File: src/rtl/bat_pkg.sv
package bat_pkg;
  localparam int unsigned AW        = 32;
  localparam int unsigned PAGE_BITS = 12;
  localparam logic [AW-1:0] EPI_FIELD = 32'hFFFE_0000;
  localparam logic [AW-1:0] BL_FIELD  = 32'h0000_1FFC;
  localparam int unsigned   BL_SHIFT  = 15;
  localparam int unsigned   SV_BIT    = 1;
  localparam int unsigned   UV_BIT    = 0;
  localparam logic [AW-1:0] PAGE_MASK = ~((AW'(1) << PAGE_BITS) - AW'(1));
  localparam logic [AW-1:0] CODE_PROT = 32'h0800_0000;
  localparam logic [AW-1:0] CODE_STPROT = 32'h0A00_0000;

  typedef enum logic [1:0] {
    ACC_READ  = 2'd0,
    ACC_WRITE = 2'd1,
    ACC_FETCH = 2'd2
  } acc_e;

  typedef struct packed {
    logic x;
    logic w;
    logic r;
  } perm_t;
endpackage

File: src/rtl/bat_pick.sv
module bat_pick #(
  parameter int unsigned N  = 4,
  localparam int unsigned IW = (N > 1) ? $clog2(N) : 1
) (
  input  logic [N-1:0]  req_i,
  output logic          any_o,
  output logic [IW-1:0] idx_o
);
  always_comb begin
    any_o = 1'b0;
    idx_o = '0;
    for (int i = N - 1; i >= 0; i--) begin
      if (req_i[i]) begin
        any_o = 1'b1;
        idx_o = IW'(i);
      end
    end
  end
endmodule

File: src/rtl/bat_bank.sv
module bat_bank
  import bat_pkg::*;
#(
  parameter int unsigned N  = 4,
  localparam int unsigned IW = (N > 1) ? $clog2(N) : 1
) (
  input  logic          clk_i,
  input  logic          rst_ni,
  input  logic          wr_en_i,
  input  logic [IW-1:0] wr_idx_i,
  input  logic          wr_hi_i,
  input  logic [AW-1:0] wr_data_i,
  input  logic [AW-1:0] ea_i,
  input  logic          user_i,
  output logic          hit_o,
  output logic [AW-1:0] raddr_o,
  output logic [1:0]    pp_o
);
  logic [AW-1:0] up_q [N];
  logic [AW-1:0] lo_q [N];
  logic [AW-1:0] ra   [N];
  logic [N-1:0]  hit_vec;
  logic [IW-1:0] sel;

  for (genvar g = 0; g < N; g++) begin : g_ent
    logic          ent_ok;
    logic [AW-1:0] mask;

    always_ff @(posedge clk_i or negedge rst_ni) begin
      if (!rst_ni) begin
        up_q[g] <= '0;
        lo_q[g] <= '0;
      end else if (wr_en_i && wr_idx_i == IW'(g)) begin
        if (wr_hi_i) up_q[g] <= wr_data_i;
        else         lo_q[g] <= wr_data_i;
      end
    end

    always_comb begin
      ent_ok     = user_i ? up_q[g][UV_BIT] : up_q[g][SV_BIT];
      mask       = EPI_FIELD & ~((up_q[g] & BL_FIELD) << BL_SHIFT);
      hit_vec[g] = ent_ok && (mask != '0) && ((ea_i & mask) == (up_q[g] & EPI_FIELD));
      ra[g]      = ((lo_q[g] & mask) | (ea_i & ~mask)) & PAGE_MASK;
    end
  end

  bat_pick #(.N(N)) u_pick (
    .req_i (hit_vec),
    .any_o (hit_o),
    .idx_o (sel)
  );

  assign raddr_o = ra[sel];
  assign pp_o    = lo_q[sel][1:0];

  // the selected entry is a hit and no lower entry hits
  always_comb begin
    if (rst_ni && hit_o) begin
      assert_lowest_first_R6: assert (hit_vec[sel] && ((hit_vec & ((N'(1) << sel) - N'(1))) == '0));
    end
  end
endmodule

File: src/rtl/bat_perm.sv
module bat_perm
  import bat_pkg::*;
(
  input  logic          hit_i,
  input  logic [1:0]    pp_i,
  input  logic [1:0]    type_i,
  input  logic [AW-1:0] ea_i,
  output perm_t         prot_o,
  output logic          ifault_o,
  output logic          dfault_o,
  output logic [AW-1:0] code_o,
  output logic [AW-1:0] faddr_o
);
  logic need_ok;
  logic fetch;

  always_comb begin
    prot_o.r = hit_i && (pp_i != 2'd0);
    prot_o.x = hit_i && (pp_i != 2'd0);
    prot_o.w = hit_i && (pp_i == 2'd2);
    fetch    = (type_i == ACC_FETCH);
    unique case (type_i)
      ACC_FETCH: need_ok = prot_o.x;
      ACC_WRITE: need_ok = prot_o.w;
      default:   need_ok = prot_o.r;
    endcase
    ifault_o = hit_i && !need_ok && fetch;
    dfault_o = hit_i && !need_ok && !fetch;
    code_o   = '0;
    faddr_o  = '0;
    if (ifault_o) code_o = CODE_PROT;
    if (dfault_o) begin
      code_o  = (type_i == ACC_WRITE) ? CODE_STPROT : CODE_PROT;
      faddr_o = ea_i;
    end
  end
endmodule

File: src/rtl/bat_matcher.sv
module bat_matcher
  import bat_pkg::*;
#(
  parameter int unsigned N_ENT = 4,
  localparam int unsigned IW   = (N_ENT > 1) ? $clog2(N_ENT) : 1
) (
  input  logic          clk_i,
  input  logic          rst_ni,
  input  logic          wr_en_i,
  input  logic          wr_bank_i,
  input  logic [IW-1:0] wr_idx_i,
  input  logic          wr_hi_i,
  input  logic [31:0]   wr_data_i,
  input  logic          lk_valid_i,
  input  logic [31:0]   lk_ea_i,
  input  logic [1:0]    lk_type_i,
  input  logic          user_i,
  output logic          res_valid_o,
  output logic          hit_o,
  output logic          miss_o,
  output logic [31:0]   raddr_o,
  output logic [2:0]    prot_o,
  output logic          ifault_o,
  output logic          dfault_o,
  output logic [31:0]   fault_code_o,
  output logic [31:0]   fault_addr_o
);
  localparam int unsigned NB = 2;  // 0 data, 1 instruction

  logic          b_hit   [NB];
  logic [AW-1:0] b_raddr [NB];
  logic [1:0]    b_pp    [NB];

  for (genvar b = 0; b < NB; b++) begin : g_bank
    bat_bank #(.N(N_ENT)) u_bank (
      .clk_i     (clk_i),
      .rst_ni    (rst_ni),
      .wr_en_i   (wr_en_i && (wr_bank_i == b[0])),
      .wr_idx_i  (wr_idx_i),
      .wr_hi_i   (wr_hi_i),
      .wr_data_i (wr_data_i),
      .ea_i      (lk_ea_i),
      .user_i    (user_i),
      .hit_o     (b_hit[b]),
      .raddr_o   (b_raddr[b]),
      .pp_o      (b_pp[b])
    );
  end

  logic          use_i;
  logic          hit_c;
  logic [AW-1:0] ra_c;
  perm_t         prot_c;
  logic          if_c, df_c;
  logic [AW-1:0] code_c, fa_c;

  assign use_i = (lk_type_i == ACC_FETCH);
  assign hit_c = b_hit[use_i];
  assign ra_c  = hit_c ? b_raddr[use_i] : '0;

  bat_perm u_perm (
    .hit_i    (hit_c),
    .pp_i     (b_pp[use_i]),
    .type_i   (lk_type_i),
    .ea_i     (lk_ea_i),
    .prot_o   (prot_c),
    .ifault_o (if_c),
    .dfault_o (df_c),
    .code_o   (code_c),
    .faddr_o  (fa_c)
  );

  always_ff @(posedge clk_i or negedge rst_ni) begin
    if (!rst_ni) begin
      res_valid_o  <= 1'b0;
      hit_o        <= 1'b0;
      miss_o       <= 1'b0;
      raddr_o      <= '0;
      prot_o       <= '0;
      ifault_o     <= 1'b0;
      dfault_o     <= 1'b0;
      fault_code_o <= '0;
      fault_addr_o <= '0;
    end else begin
      res_valid_o <= lk_valid_i;
      if (lk_valid_i) begin
        hit_o        <= hit_c;
        miss_o       <= !hit_c;
        raddr_o      <= ra_c;
        prot_o       <= prot_c;
        ifault_o     <= if_c;
        dfault_o     <= df_c;
        fault_code_o <= code_c;
        fault_addr_o <= fa_c;
      end
    end
  end

  assert_hit_xor_miss_R8: assert property (@(posedge clk_i) disable iff (!rst_ni)
    res_valid_o |-> (hit_o != miss_o));

  assert_miss_quiet_R8: assert property (@(posedge clk_i) disable iff (!rst_ni)
    miss_o |-> (raddr_o == '0 && prot_o == '0 && !ifault_o && !dfault_o && fault_code_o == '0));

  assert_hold_R9: assert property (@(posedge clk_i) disable iff (!rst_ni)
    !lk_valid_i |=> ($stable(raddr_o) && $stable(hit_o) && $stable(fault_code_o) && !res_valid_o));

  assert_fetch_fault_R7: assert property (@(posedge clk_i) disable iff (!rst_ni)
    (res_valid_o && ifault_o) |-> ($past(lk_type_i) == ACC_FETCH && fault_addr_o == '0));

  assert_data_fault_addr_R7: assert property (@(posedge clk_i) disable iff (!rst_ni)
    (res_valid_o && dfault_o) |-> (fault_addr_o == $past(lk_ea_i) && $past(lk_type_i) != ACC_FETCH));

  assert_one_fault_R7: assert property (@(posedge clk_i) disable iff (!rst_ni)
    $onehot0({ifault_o, dfault_o}));

  assert_write_has_rx_R5: assert property (@(posedge clk_i) disable iff (!rst_ni)
    prot_o[1] |-> (prot_o[0] && prot_o[2]));
endmodule

File: config.mk
export PLATFORM = sky130hd
export DESIGN_NAME = bat_matcher
export DESIGN_NICKNAME = d
export VERILOG_FILES = /design/src/rtl/bat_pkg.sv /design/src/rtl/bat_pick.sv /design/src/rtl/bat_bank.sv /design/src/rtl/bat_perm.sv /design/src/rtl/bat_matcher.sv
export SDC_FILE = /design/constraint.sdc
export NUM_CORES = 1
export LEC_CHECK = 0
export BUFFER_PORTS_ARGS = -buffer_cell sky130_fd_sc_hd__buf_2
export CAP_MARGIN = 25
export CORE_AREA = 2 2 192 194
export DETAILED_ROUTE_END_ITERATION = 10
export DIE_AREA = 0 0 194 196
export HOLD_SLACK_MARGIN = 0.03
export PLACE_DENSITY = 0.85
export RECOVER_POWER = 100
export SLEW_MARGIN = 20
export SYNTH_ARGS = -nofsm -noshare
export SYNTH_HDL_FRONTEND = slang
export SYNTH_HIERARCHICAL = 1
export SYNTH_SLANG_ARGS = --single-unit
File: constraint.sdc
create_clock -name clk_i -period 6.25 [get_ports clk_i]
set_clock_uncertainty 0.2 [all_clocks]
set_input_delay 0.3125 -clock clk_i [delete_from_list [all_inputs] [get_ports clk_i]]
set_output_delay 0.3125 -clock clk_i [all_outputs]
set_load 0.02 [all_outputs]
======== Word-level counts from Yosys, hierarchy flattened ========
Cells that the tools add are included.
operators by class
  eq/ne operators ......................... 14
  bitwise gates (word level) .............. 53
  reductions and logical operators ........ 60
  order comparisons ....................... 3
  mux-type cells .......................... 51
operator list
  kind                                                       number
  AND 32 bit                                                 24
  2-to-1 mux 32 bit                                          10
  binary-select mux 32 bit (select 2 bit)                    4
  equality test 32 bit                                       8
  inverter 28 -> 32 bit                                      8
  inverter 32 bit                                            8
  OR 32 bit                                                  8
  nonzero test 32 bit                                        8
  AND reduction 2 bit                                        16
  logical AND 1 bit                                          31
  2-to-1 mux 2 bit                                           15
  2-to-1 mux 28 bit                                          1
  2-to-1 mux 26 bit                                          1
  2-to-1 mux 1 bit                                           20
  equality test 2 bit (second input constant)                4
  greater-or-equal comparator 3 bit (second input constant)  2
  inverter 2 -> 3 bit                                        2
  equality test 2 x 1 -> 1 bit (second input constant)       2
  logical NOT 1 bit                                          3
  greater-or-equal comparator 2 bit (second input constant)  1
  logical NOT 2 bit                                          1
  inverter 1 bit                                             2
  inverter 1 -> 2 bit                                        1
  nonzero test 2 bit                                         1
word-level totals
  input bits .............................. 75
  flip-flop bits (word level) ............. 616
  word-level logic and storage cells ...... 206
  output and inout port bits .............. 104

======== Longest topological paths before layout ========
Gate-level depths: netlist of the first run.
  word-level depth ........................ 23
  mapped depth ............................ 15
  gate-level depth less buffers ........... 11

======== Cells and area by module ========
Netlist of the first run, hierarchy kept.
modules (own cells, without submodules)
  module       seq. area each (um^2)  area each (um^2)  times used  cells each
  bat_bank     4504.3                 8790.9            2           613
  bat_matcher  2602.5                 4405.5            1           345
  bat_perm     0.0                    1132.3            1           156
  bat_pick     0.0                    35.0              2           7

======== Worst setup path after synthesis of the first run ========
Ideal clock, no wire load.
  kind .................................... register to register
  start ................................... register g_bank[0].u_bank/up_q[76] (netlist name)
  end ..................................... register fault_addr_o[10]
  buffers on the path ..................... 4
  stages on the path, launching flop included .. 16
  arrival time ............................ 3798 ps
  required time ........................... 5985 ps
  setup time .............................. 65 ps
  slack ................................... 2187 ps
  period minus slack after synthesis ...... 4063 ps
  cell sequence ........................... dfrtp_1 nor2b_1 xnor2_1 nand4_1 nor4_1 inv_1 a21oi_2 buf_2 buf_2 mux4_2 mux2_2 or4b_1 buf_6 buf_8 o22ai_2 mux2_2
RTL lines
  what                              line               text
  start: declaration                bat_bank.sv:19     logic [AW-1:0] up_q [N];
  start signal: indexed assignment  bat_bank.sv:34     if (wr_hi_i) up_q[g] <= wr_data_i;
  end signal: assignment            bat_matcher.sv:83  fault_addr_o <= '0;
  end signal: assignment            bat_matcher.sv:94  fault_addr_o <= fa_c;
  end: declaration                  bat_matcher.sv:26  output logic [31:0] fault_addr_o

==> results of run 1 <==
cells by family after synthesis:
family | after synthesis
xor gates and xnor gates | 120
buffers and inverters | 214
AOI/OAI and AO/OA | 70
other | 3
DFF | 464
muxes | 564
and+or+nand+nor | 306
worst max-delay path by stage:
stage	end	start	slack (ns)	cells past startpoint
6_report	raddr_o[23]	g_bank[1].u_bank/up_q[76]	0.91	11
3_3_place_gp	fault_addr_o[1]	lk_ea_i[20]	1.05	12
5_1_grt	raddr_o[23]	g_bank[1].u_bank/up_q[69]	0.65	11
3_5_place_dp	fault_addr_o[25]	lk_ea_i[19]	0.94	12
2_1_floorplan	fault_addr_o[10]	g_bank[0].u_bank/up_q[76]	2.19	15
4_1_cts	fault_addr_o[13]	g_bank[0].u_bank/up_q[37]	1.14	11
synth_stat cells, types with 3 or more instances:
library cell	number
nor4_1	8
mux2_2	438
nand3_1	72
xor2_1	16
nand2_1	5
o22ai_2	29
nand4b_1	36
dlygate4sd1_1	3
nor3_4	4
nand4_1	24
mux2i_1	88
dfrtp_1	464
buf_8	7
o22ai_1	3
nor2b_1	90
buf_2	36
nor2_1	46
clkbuf_1	17
inv_1	58
a31oi_1	32
xnor2_1	104
buf_4	74
conb_1	3
buf_6	18
mux4_2	34
nand2b_1	3
state kept, by name, summed over array words and instances (netlist names):
register and flops:
dfault_o 1, fault_addr_o 32, fault_code_o 32, g_bank.u_bank/lo_q 136, g_bank.u_bank/up_q 224, hit_o 1
ifault_o 1, miss_o 1, prot_o 3, raddr_o 32, res_valid_o 1
power breakdown:
part	switching [mW]	internal, mW	total [mW]
clock	1.13	1.52	2.65
sequential	0.398	3.58	3.98
combinational	0.797	0.888	1.69
final cells by class:
class                   instances  area, sq um  area share [%]
clock buffers                  69         1380            5.45
multi-input cells            1114        10200            40.3
diodes                          1         2.50         0.00989
repair buffers                234         1230            4.88
clock inverters                10         67.6           0.267
well taps                     468          586            2.31
inverters                      58          218           0.860
flip-flops and latches        464        11600            45.9
critical path: stages, from the launching register on:
cell      delay, ns
dfrtp_1        0.40
nor2b_1        0.21
xnor2_1        0.15
nand4_1        0.15
nor4_1         0.92
inv_1          0.11
a21oi_1        0.54
clkbuf_1       1.37
mux4_2         0.64
inv_1          0.17
nand4b_1       0.15
a31oi_1        0.21
timing repair:
item | in CTS | in global routing
hold endpoints to repair | 244 | 0
hold buffers | 32 | 0
setup buffers | 0 | 0
metrics by stage:
step           hold slack, ns  util (%)  instances
3_5_place_dp            0.276      66.5       2306
4_1_cts                0.0357      71.4       2417
2_1_floorplan          -0.183         -       1792
5_1_grt                0.0610      70.1       2417
3_3_place_gp            0.265      66.4       2305
6_report               0.0532      70.1       2418
metal layers:
metal / routed length, um / vias to the layer above
met3: 3570 / 106
li1: - / 6434
met5: 0 / -
met2: 27700 / 554
met1: 23300 / 7673
met4: 1950 / 0
==> results.sh, run 1 <==
export IMPL_synthFlopType="dfrtp_1"
export IMPL_synthAdderAreaFrac_pct=0
export IMPL_syn_instance_count=1741
export IMPL_rsz0062_at_grt="false"
export IMPL_worstMarginPinSlew_ns=3.14
export IMPL_min_to="g_bank[0].u_bank/up_q[51]"
export IMPL_fill_cells=2465
export IMPL_ios=179
export IMPL_hold_violations=0
export IMPL_postRouteAntennaNets=0
export IMPL_final_cell_mix="dfrtp_1 (464), mux2_2 (435), clkbuf_1 (131), xnor2_1 (104), nor2b_1 (90)"
export IMPL_antenna_found_initial=2
export IMPL_violations="capacitance limit, slew limit"
export IMPL_clockBufferDepth=3
export IMPL_cts_resized=0
export IMPL_min_period_ns=5.34
export IMPL_reg2reg_from="g_bank[1].u_bank/up_q[76]"
export IMPL_worstSetupPathType="register to register"
export IMPL_start_kind="register"
export IMPL_maxSlewViolCount=607
export IMPL_grt_total_usage_pct=29.9
export IMPL_viasPerCell=6.11
export IMPL_num_rows=70
export IMPL_synth_compound_area_share_pct=2.68
export IMPL_first_pass_iters=5
export IMPL_post_place_ws_ns=0.935
export IMPL_drive_gt1_share_pct=32.5
export IMPL_hp_class="input pin to register"
export IMPL_critical_path_required_ns=6.51
export IMPL_vias=14800
export IMPL_use_met3_pct=4.25
export IMPL_grt_pass1_vias=15400
export IMPL_use_met1_pct=40.0
export IMPL_ff2ff_setup_slack_ns=0.91
export IMPL_synth_cell_type_count=46
export IMPL_synthMuxAreaShare_pct=28.6
export IMPL_clkLatencyLatePin_ns=0.57
export IMPL_grt_start_max_net_pins=176
export IMPL_cp_max_fo=14
export IMPL_dp_hpwl_mm=36.2
export IMPL_r2r_cells=11
export IMPL_p_leak_nw=10.9
export IMPL_hold_path_cell_count=2
export IMPL_worstPathArrival_ns=5.60
export IMPL_min_from="wr_data_i[19]"
export IMPL_use_met2_pct=50.2
export IMPL_synth_area_leaders="dfrtp_1 (50%), mux2_2 (21%), xnor2_1 (3.9%), mux2i_1 (3.8%), mux4_2 (3.3%)"
export IMPL_cts_made_buffers=47
export IMPL_dieArea_sq_um=38000
export IMPL_async_reset_ff_share_pct=100
export IMPL_htreeDepth=2
export IMPL_grt_busiest_layer="met2"
export IMPL_overflow=0
export IMPL_drv_cap=18
export IMPL_layout_commonest_cell="dfrtp_1"
export IMPL_cts_clk_slew_worst_paths_ns=0.06
export IMPL_synth_edff_count=0
export IMPL_numPortBuffers=174
export IMPL_synth_top_family_by_area="multiplexers"
export IMPL_outcome="finished, violations left"
export IMPL_regToRegEndpoint="raddr_o[23]"
export IMPL_p_total_mw=8.31
export IMPL_wl_per_cell_um=23.4
export IMPL_die_w_um=194
export IMPL_end_kind="register"
export IMPL_postPlaceCellArea_sq_um=24000
export IMPL_yosysWarnings=6
export IMPL_start_util_pct=64.3
export IMPL_cts_tree="yes"
export IMPL_yosys_area_top_type="dfrtp_1"
export IMPL_max_freq_ghz=0.187
export IMPL_ys_ff_latch=464
export IMPL_max_slew_margin_rel_pct=-109
export IMPL_synth_xor_area_share_pct=4.53
export IMPL_ir_drop_v=0.000225
export IMPL_place_congestion=0.892
export IMPL_yosysSeqAreaShare_pct=50.1
export IMPL_syn_cell_area_sq_um=23200
export IMPL_core_area_sq_um=36100
export IMPL_drt_iter0_markers=1086
export IMPL_finalWorstSetupSlack_ns=0.911
export IMPL_area_growth_pct=9.15
export IMPL_nNetsFinal=1994
export IMPL_power_density_nw_per_um2=328
export IMPL_dieHeight_um=196
export IMPL_grt_pass1_wl_mm=87.9
export IMPL_routed_wirelength_mm=56.5
export IMPL_clock_sinks=464
export IMPL_avgSynthCellArea_sq_um=13.3
export IMPL_drc=0
export IMPL_final_area_sq_um=25300
export IMPL_finalCritPeriodShare_pct=85.4
export IMPL_clockRootBuffer="clkbuf_16"
export IMPL_yosys_area_share_simple_pct=8.23
export IMPL_finalSetupViolCount=0
export IMPL_synth_top_area_share_pct=50.1
export IMPL_tns_ns=0
No activity file was read; power rests on OpenSTA's default activity.
==> run 2, diff against run 1 <==
--- a/config.mk
+++ b/config.mk
@@ -12,7 +12,7 @@
 export DIE_AREA = 0 0 194 196
 export HOLD_SLACK_MARGIN = 0.03
 export PLACE_DENSITY = 0.85
-export RECOVER_POWER = 100
+export REMOVE_ABC_BUFFERS = 1
 export SLEW_MARGIN = 20
 export SYNTH_ARGS = -nofsm -noshare
 export SYNTH_HDL_FRONTEND = slang
==> run 2 against run 1 <==
Effect of this change:
- largest power group unchanged
- via count up 0.21%
- highest routed layer unchanged
- the run now ends clean
- worst setup slack better by 0.37 ns
- register-to-register slack improved by 0.37 ns
- critical path depth rose by 1
- die area stayed put
- hold slack got worse by 0.0021 ns
- sequential share of layout area decreased by 1.1 points
==> results.sh, run 2 (synthesis gave the netlist of run 1 again) <==
export IMPL_max_freq_ghz=0.201
export IMPL_ir_drop_v=0.000226
export IMPL_drc=0
export IMPL_critPathMaxStageDelay_ns=0.68
export IMPL_worstSetupPathType="register to register"
export IMPL_setup_worst_path_start="g_bank[1].u_bank/up_q[10]"
export IMPL_worstMarginPinSlew_ns=1.12
export IMPL_worstPathArrival_ns=5.24
export IMPL_htreeDepth=2
export IMPL_drt_iter0_markers=1031
export IMPL_first_pass_iters=5
export IMPL_final_cell_mix="dfrtp_1 (464), mux2_2 (438), buf_2 (172), xnor2_1 (104), nor2b_1 (90)"
export IMPL_rsz0062_at_grt="false"
export IMPL_power_density_nw_per_um2=326
export IMPL_grt_pass1_vias=15500
export IMPL_fill_cells=2412
export IMPL_grt_total_usage_pct=30.7
export IMPL_p_int_mw=6.13
export IMPL_grt_start_max_net_pins=164
export IMPL_tns_ns=0
export IMPL_hold_path_cell_count=2
export IMPL_swShare_pct=27.5
export IMPL_min_to="g_bank[1].u_bank/up_q[83]"
export IMPL_core_area_sq_um=36100
export IMPL_clockRootBuffer="clkbuf_16"
export IMPL_vias=14800
export IMPL_cts_tree="yes"
export IMPL_routed_wirelength_mm=57.0
export IMPL_critical_path_required_ns=6.52
export IMPL_die_w_um=194
export IMPL_hold_worst_slack_ns=0.0510
export IMPL_post_place_ws_ns=1.05
export IMPL_numPortBuffers=174
export IMPL_wl_per_cell_um=23.4
export IMPL_antenna_found_initial=0
export IMPL_min_from="wr_data_i[19]"
export IMPL_drv_cap=0
export IMPL_clkPwrFrac_pct=33.1
export IMPL_ios=179
export IMPL_start_util_pct=64.3
export IMPL_dp_hpwl_mm=34.4
export IMPL_place_congestion=0.900
export IMPL_clock_sinks=464
export IMPL_finalCritPeriodShare_pct=79.4
export IMPL_hp_class="input pin to register"
export IMPL_maxSlewViolCount=0
export IMPL_top_register="g_bank.u_bank/up_q"
export IMPL_end_kind="register"
export IMPL_max_slew_margin_rel_pct=24.5
export IMPL_reg2reg_from="g_bank[1].u_bank/up_q[10]"
export IMPL_p_switching_mw=2.33
export IMPL_p_total_mw=8.45
export IMPL_dieHeight_um=196
export IMPL_dp_cells=2307
export IMPL_viasPerCell=6.08
export IMPL_pwr_share_seq_pct=47.1
export IMPL_post_cts_setup_buffers=0
export IMPL_stdcell_count=2432
export IMPL_layout_commonest_cell="dfrtp_1"
export IMPL_clkLatencyLatePin_ns=0.59
export IMPL_outcome="completed"
export IMPL_postRouteAntennaNets=0
export IMPL_largest_register_ffs=224
export IMPL_path_cells="nor2b_1 > xnor2_1 > nand4_1 > nor4_1 > nor2_1 > nor3_2 > mux4_2 > mux2_2 > mux2_2 > buf_4 > o21ai_0 > mux2_2"
export IMPL_cp_max_fo=25
export IMPL_drive_gt1_share_pct=40.7
export IMPL_p_leak_nw=11.6
export IMPL_nNetsFinal=2003
export IMPL_dieArea_sq_um=38000
export IMPL_regToRegEndpoint="dfault_o"
export IMPL_largest_registers="g_bank.u_bank/up_q x224, g_bank.u_bank/lo_q x136"
export IMPL_start_kind="register"
export IMPL_hold_violations=0
export IMPL_finalWorstSetupSlack_ns=1.28
export IMPL_ff2ff_setup_slack_ns=1.28
export IMPL_min_period_ns=4.97
export IMPL_cpMaxStageDelayCell="nor3_2"
export IMPL_critPathTopFamily="simple AND/OR/NAND/NOR gates"
export IMPL_area_growth_pct=11.9
export IMPL_overflow=0
export IMPL_grt_pass1_wl_mm=89.3
export IMPL_crit_top_cell="mux2_2"
export IMPL_num_rows=70
export IMPL_critPathBufInv=1
export IMPL_clockBufferDepth=3
export IMPL_combPwrFrac_pct=19.8
export IMPL_cts_clk_slew_worst_paths_ns=0.06
export IMPL_finalSetupViolCount=0
export IMPL_r2r_cells=12
export IMPL_cts_made_buffers=48
## run 2: worst max path at each step
| stage | to | slack (ns) | depth (start not counted) |
|---|---|---|---|
| floorplan | fault_addr_o[0] | 1.38 | 11 |
| global placement | dfault_o | 1.15 | 13 |
| detailed placement | dfault_o | 1.05 | 13 |
| CTS | dfault_o | 1.30 | 12 |
| global route | dfault_o | 1.10 | 12 |
| finish | dfault_o | 1.28 | 12 |
## run 2: worst register-to-register path, delay by kind of cell (launching register included)
kind            cells  cell delay (ns)
compound gates      1             0.18
mux                 4             1.55
xor+xnor            1             0.41
simple gates        5             1.66
buf+inv             1             0.47
flops               1             0.39
## run 2: layout make-up
type	count	area [sq um]	area share (%)
Clock buffer	75	1450	5.60
Antenna cell	1	2.50	0.00964
Tap cell	468	586	2.26
Sequential cell	464	11600	44.7
Timing Repair Buffer	242	1540	5.93
Clock inverter	10	91.3	0.352
Inverter	58	218	0.839
Multi-Input combinational cell	1114	10500	40.3
## run 2: timing repair
| action | in CTS | in global routing |
|---|---|---|
| gates resized for setup | 0 | 0 |
| hold buffers | 38 | 0 |
| endpoints found under the hold margin | 320 | 0 |
| setup endpoints to repair | 0 | 0 |
## run 2: per-stage QoR
step,cell area [sq um],util (%)
2_1_floorplan,22200,-
3_3_place_gp,24000,66.5
3_5_place_dp,24000,66.5
4_1_cts,25900,71.8
5_1_grt,25900,71.9
6_report,25900,71.9
## run 2: power groups by stage
stage	sequential (mW)	clock [mW]	combinational, mW
finish	3.98	2.80	1.67
global route	4.05	2.95	1.80
CTS	3.98	2.85	1.67
detailed placement	4.02	0	1.63
global placement	3.97	0	1.57
floorplan	3.96	0	1.12
## run 2: layer usage
layer	GRT usage, %	part of all wire (%)
met5	0	0
met4	11.1	3.3
met3	6.14	7.1
met2	49.7	48
met1	41.6	42
==> run 3, diff against run 2 <==
--- a/config.mk
+++ b/config.mk
@@ -7,11 +7,11 @@
 export LEC_CHECK = 0
 export BUFFER_PORTS_ARGS = -buffer_cell sky130_fd_sc_hd__buf_2
 export CAP_MARGIN = 25
-export CORE_AREA = 2 2 192 194
+export CORE_AREA = 2 2 209 211
 export DETAILED_ROUTE_END_ITERATION = 10
-export DIE_AREA = 0 0 194 196
+export DIE_AREA = 0 0 211 213
 export HOLD_SLACK_MARGIN = 0.03
-export PLACE_DENSITY = 0.85
+export PLACE_DENSITY = 0.76
 export REMOVE_ABC_BUFFERS = 1
 export SLEW_MARGIN = 20
 export SYNTH_ARGS = -nofsm -noshare
==> constraint.sdc (replaced) <==
create_clock -name clk_i -period 4.4 [get_ports clk_i]
set_clock_uncertainty 0.2 [all_clocks]
set_input_delay 0.22 -clock clk_i [delete_from_list [all_inputs] [get_ports clk_i]]
set_output_delay 0.22 -clock clk_i [all_outputs]
set_load 0.02 [all_outputs]
==> run 3 against run 2 <==
Effect of this change:
- routed wire length up 3.3%
- count of clock-buffer cells in the layout shrank 2
- sequential share of layout area fell by 1.4 points
- largest power group unchanged
==> results.sh, run 3 (synthesis gave the netlist of run 1 again) <==
export IMPL_numPortBuffers=174
export IMPL_cts_made_buffers=50
export IMPL_worstPathArrival_ns=4.62
export IMPL_htreeDepth=2
export IMPL_regToRegEndpoint="fault_addr_o[0]"
export IMPL_final_util_pct=62.7
export IMPL_antenna_found_initial=1
export IMPL_antenna_cells=0
export IMPL_hp_class="input pin to register"
export IMPL_path_cells="nor2b_1 > xnor2_1 > nand4_1 > nor4_2 > nand2b_1 > a21oi_4 > mux4_2 > mux2_2 > or4b_2 > buf_12 > o22ai_1 > mux2_2"
export IMPL_area_growth_pct=15.5
export IMPL_drv_cap=0
export IMPL_top_layer_used="met4"
export IMPL_multiInputGateArea_sq_um=10500
export IMPL_grt_pass1_vias=15400
export IMPL_cp_max_fo=26
export IMPL_fill_cells=3264
export IMPL_regArea_sq_um=11600
export IMPL_hold_violations=0
export IMPL_wl_met2_mm=27.8
export IMPL_num_rows=76
export IMPL_grt_start_max_net_pins=124
export IMPL_viasPerCell=5.81
export IMPL_die_w_um=211
export IMPL_hold_path_cell_count=4
export IMPL_drive_gt1_share_pct=42.3
export IMPL_drc=0
export IMPL_finalCritPeriodShare_pct=97.5
export IMPL_ios=179
export IMPL_critical_path_required_ns=4.73
export IMPL_start_util_pct=54.3
export IMPL_overflow=0
export IMPL_worstSetupPathType="register to register"
export IMPL_largest_register_ffs=224
export IMPL_clkLatencyLatePin_ns=0.60
export IMPL_r2r_cells=12
export IMPL_cpMaxStageDelayCell="or4b_2"
export IMPL_clockBufferDepth=3
export IMPL_maxSlewViolCount=0
export IMPL_power_density_nw_per_um2=465
export IMPL_nNetsFinal=2058
export IMPL_drt_iter0_markers=1155
export IMPL_dieArea_sq_um=44900
export IMPL_grt_pass1_wl_mm=90.3
export IMPL_outcome="completed"
export IMPL_min_to="fault_addr_o[19]"
export IMPL_dp_hpwl_mm=36.9
export IMPL_largest_registers="g_bank.u_bank/up_q x224, g_bank.u_bank/lo_q x136"
export IMPL_finalSetupViolCount=0
export IMPL_met3WireLength_mm=3.43
export IMPL_p_total_mw=12.5
export IMPL_max_slew_margin_rel_pct=34.9
export IMPL_end_kind="register"
export IMPL_wl_per_cell_um=22.9
export IMPL_ir_drop_v=0.000297
export IMPL_clockRootBuffer="clkbuf_16"
export IMPL_critPathMaxStageDelay_ns=0.77
export IMPL_cts_tree="yes"
export IMPL_hold_worst_slack_ns=0.0842
export IMPL_top_register="g_bank.u_bank/up_q"
export IMPL_core_area_sq_um=42700
export IMPL_max_freq_ghz=0.233
export IMPL_ff2ff_setup_slack_ns=0.11
export IMPL_grt_total_usage_pct=26.6
export IMPL_final_cell_mix="dfrtp_1 (464), mux2_2 (438), buf_2 (172), xnor2_1 (103), nor2b_1 (90)"
export IMPL_clock_sinks=464
export IMPL_finalWorstSetupSlack_ns=0.109
export IMPL_start_kind="register"
export IMPL_layout_commonest_cell="dfrtp_1"
export IMPL_post_place_ws_ns=0.0220
export IMPL_vias=14900
export IMPL_first_pass_iters=4
export IMPL_cts_clk_slew_worst_paths_ns=0.06
export IMPL_min_period_ns=4.29
export IMPL_worstMarginPinSlew_ns=0.976
export IMPL_postRouteAntennaNets=0
export IMPL_reg2reg_from="g_bank[1].u_bank/up_q[8]"
export IMPL_drt_met1_wl_mm=25.6
export IMPL_place_congestion=0.870
export IMPL_crit_top_cell="mux2_2"
export IMPL_p_leak_nw=12.0
export IMPL_min_from="lk_ea_i[19]"
export IMPL_tns_ns=0
export IMPL_dieHeight_um=213
export IMPL_routed_wirelength_mm=58.8
run 3: cell count changes in the layout (fill, tap and decap cells not counted), sizes merged:
cell         change
buf             +42
bufinv           +4
clkbuf           -2
clkinv           +9
clkinvlp         -2
diode            -1
dlygate4sd3     +11
inv              -3
run 3: timing repair:
action                     4_1_cts  5_1_grt
pin swaps                        0        4
setup buffers                    0        1
hold endpoints to repair       526        0
hold buffers                    49        0
resized for setup                1        4
setup endpoints to repair        4       33
run 3: worst max path at each step:
stage,depth (start not counted),to,startpoint
6_report,12,fault_addr_o[0],g_bank[1].u_bank/up_q[8]
5_1_grt,13,fault_addr_o[0],g_bank[1].u_bank/up_q[66]
2_1_floorplan,11,fault_addr_o[0],g_bank[0].u_bank/up_q[12]
3_3_place_gp,13,fault_addr_o[1],lk_ea_i[24]
3_5_place_dp,13,fault_addr_o[0],lk_ea_i[24]
4_1_cts,12,fault_addr_o[0],g_bank[0].u_bank/up_q[8]
run 3: final cells by class:
| type | count | share of cell area (%) |
|---|---|---|
| sequential | 464 | 43.4 |
| tap | 546 | 2.55 |
| clock inverter | 18 | 0.804 |
| multi-input combinational | 1114 | 39.2 |
| inverter | 58 | 0.813 |
| clock buffer | 73 | 5.57 |
| timing repair buffer | 295 | 7.73 |
run 3: metal layers:
metal	track usage, %	up-vias
li1	-	6578
met1	35.9	7833
met2	42.9	409
met3	4.81	105
met4	10.4	0
met5	0	-
run 3: worst max-delay path, delay by kind of cell (launching register included):
kind | cells | cell delay [ns]
simple gates | 5 | 1.71
mux | 3 | 0.99
compound gates | 2 | 0.48
flops | 1 | 0.40
buf+inv | 1 | 0.22
xor+xnor | 1 | 0.17
run 3: power by group:
| group | switching, mW | internal (mW) | leakage, nW | total, mW |
|---|---|---|---|---|
| sequential | 0.553 | 5.09 | 5.74 | 5.64 |
| clock | 1.73 | 2.63 | 0.852 | 4.36 |
| combinational | 1.11 | 1.34 | 5.37 | 2.45 |
| total | 3.39 | 9.07 | 12.0 | 12.5 |
run 3: stage by stage:
step	instances	area (sq um)
final	2568	26800
after global routing	2568	26800
after CTS	2566	26700
after detailed placement	2426	24500
after global placement	2424	24500
after floorplan	1636	22200
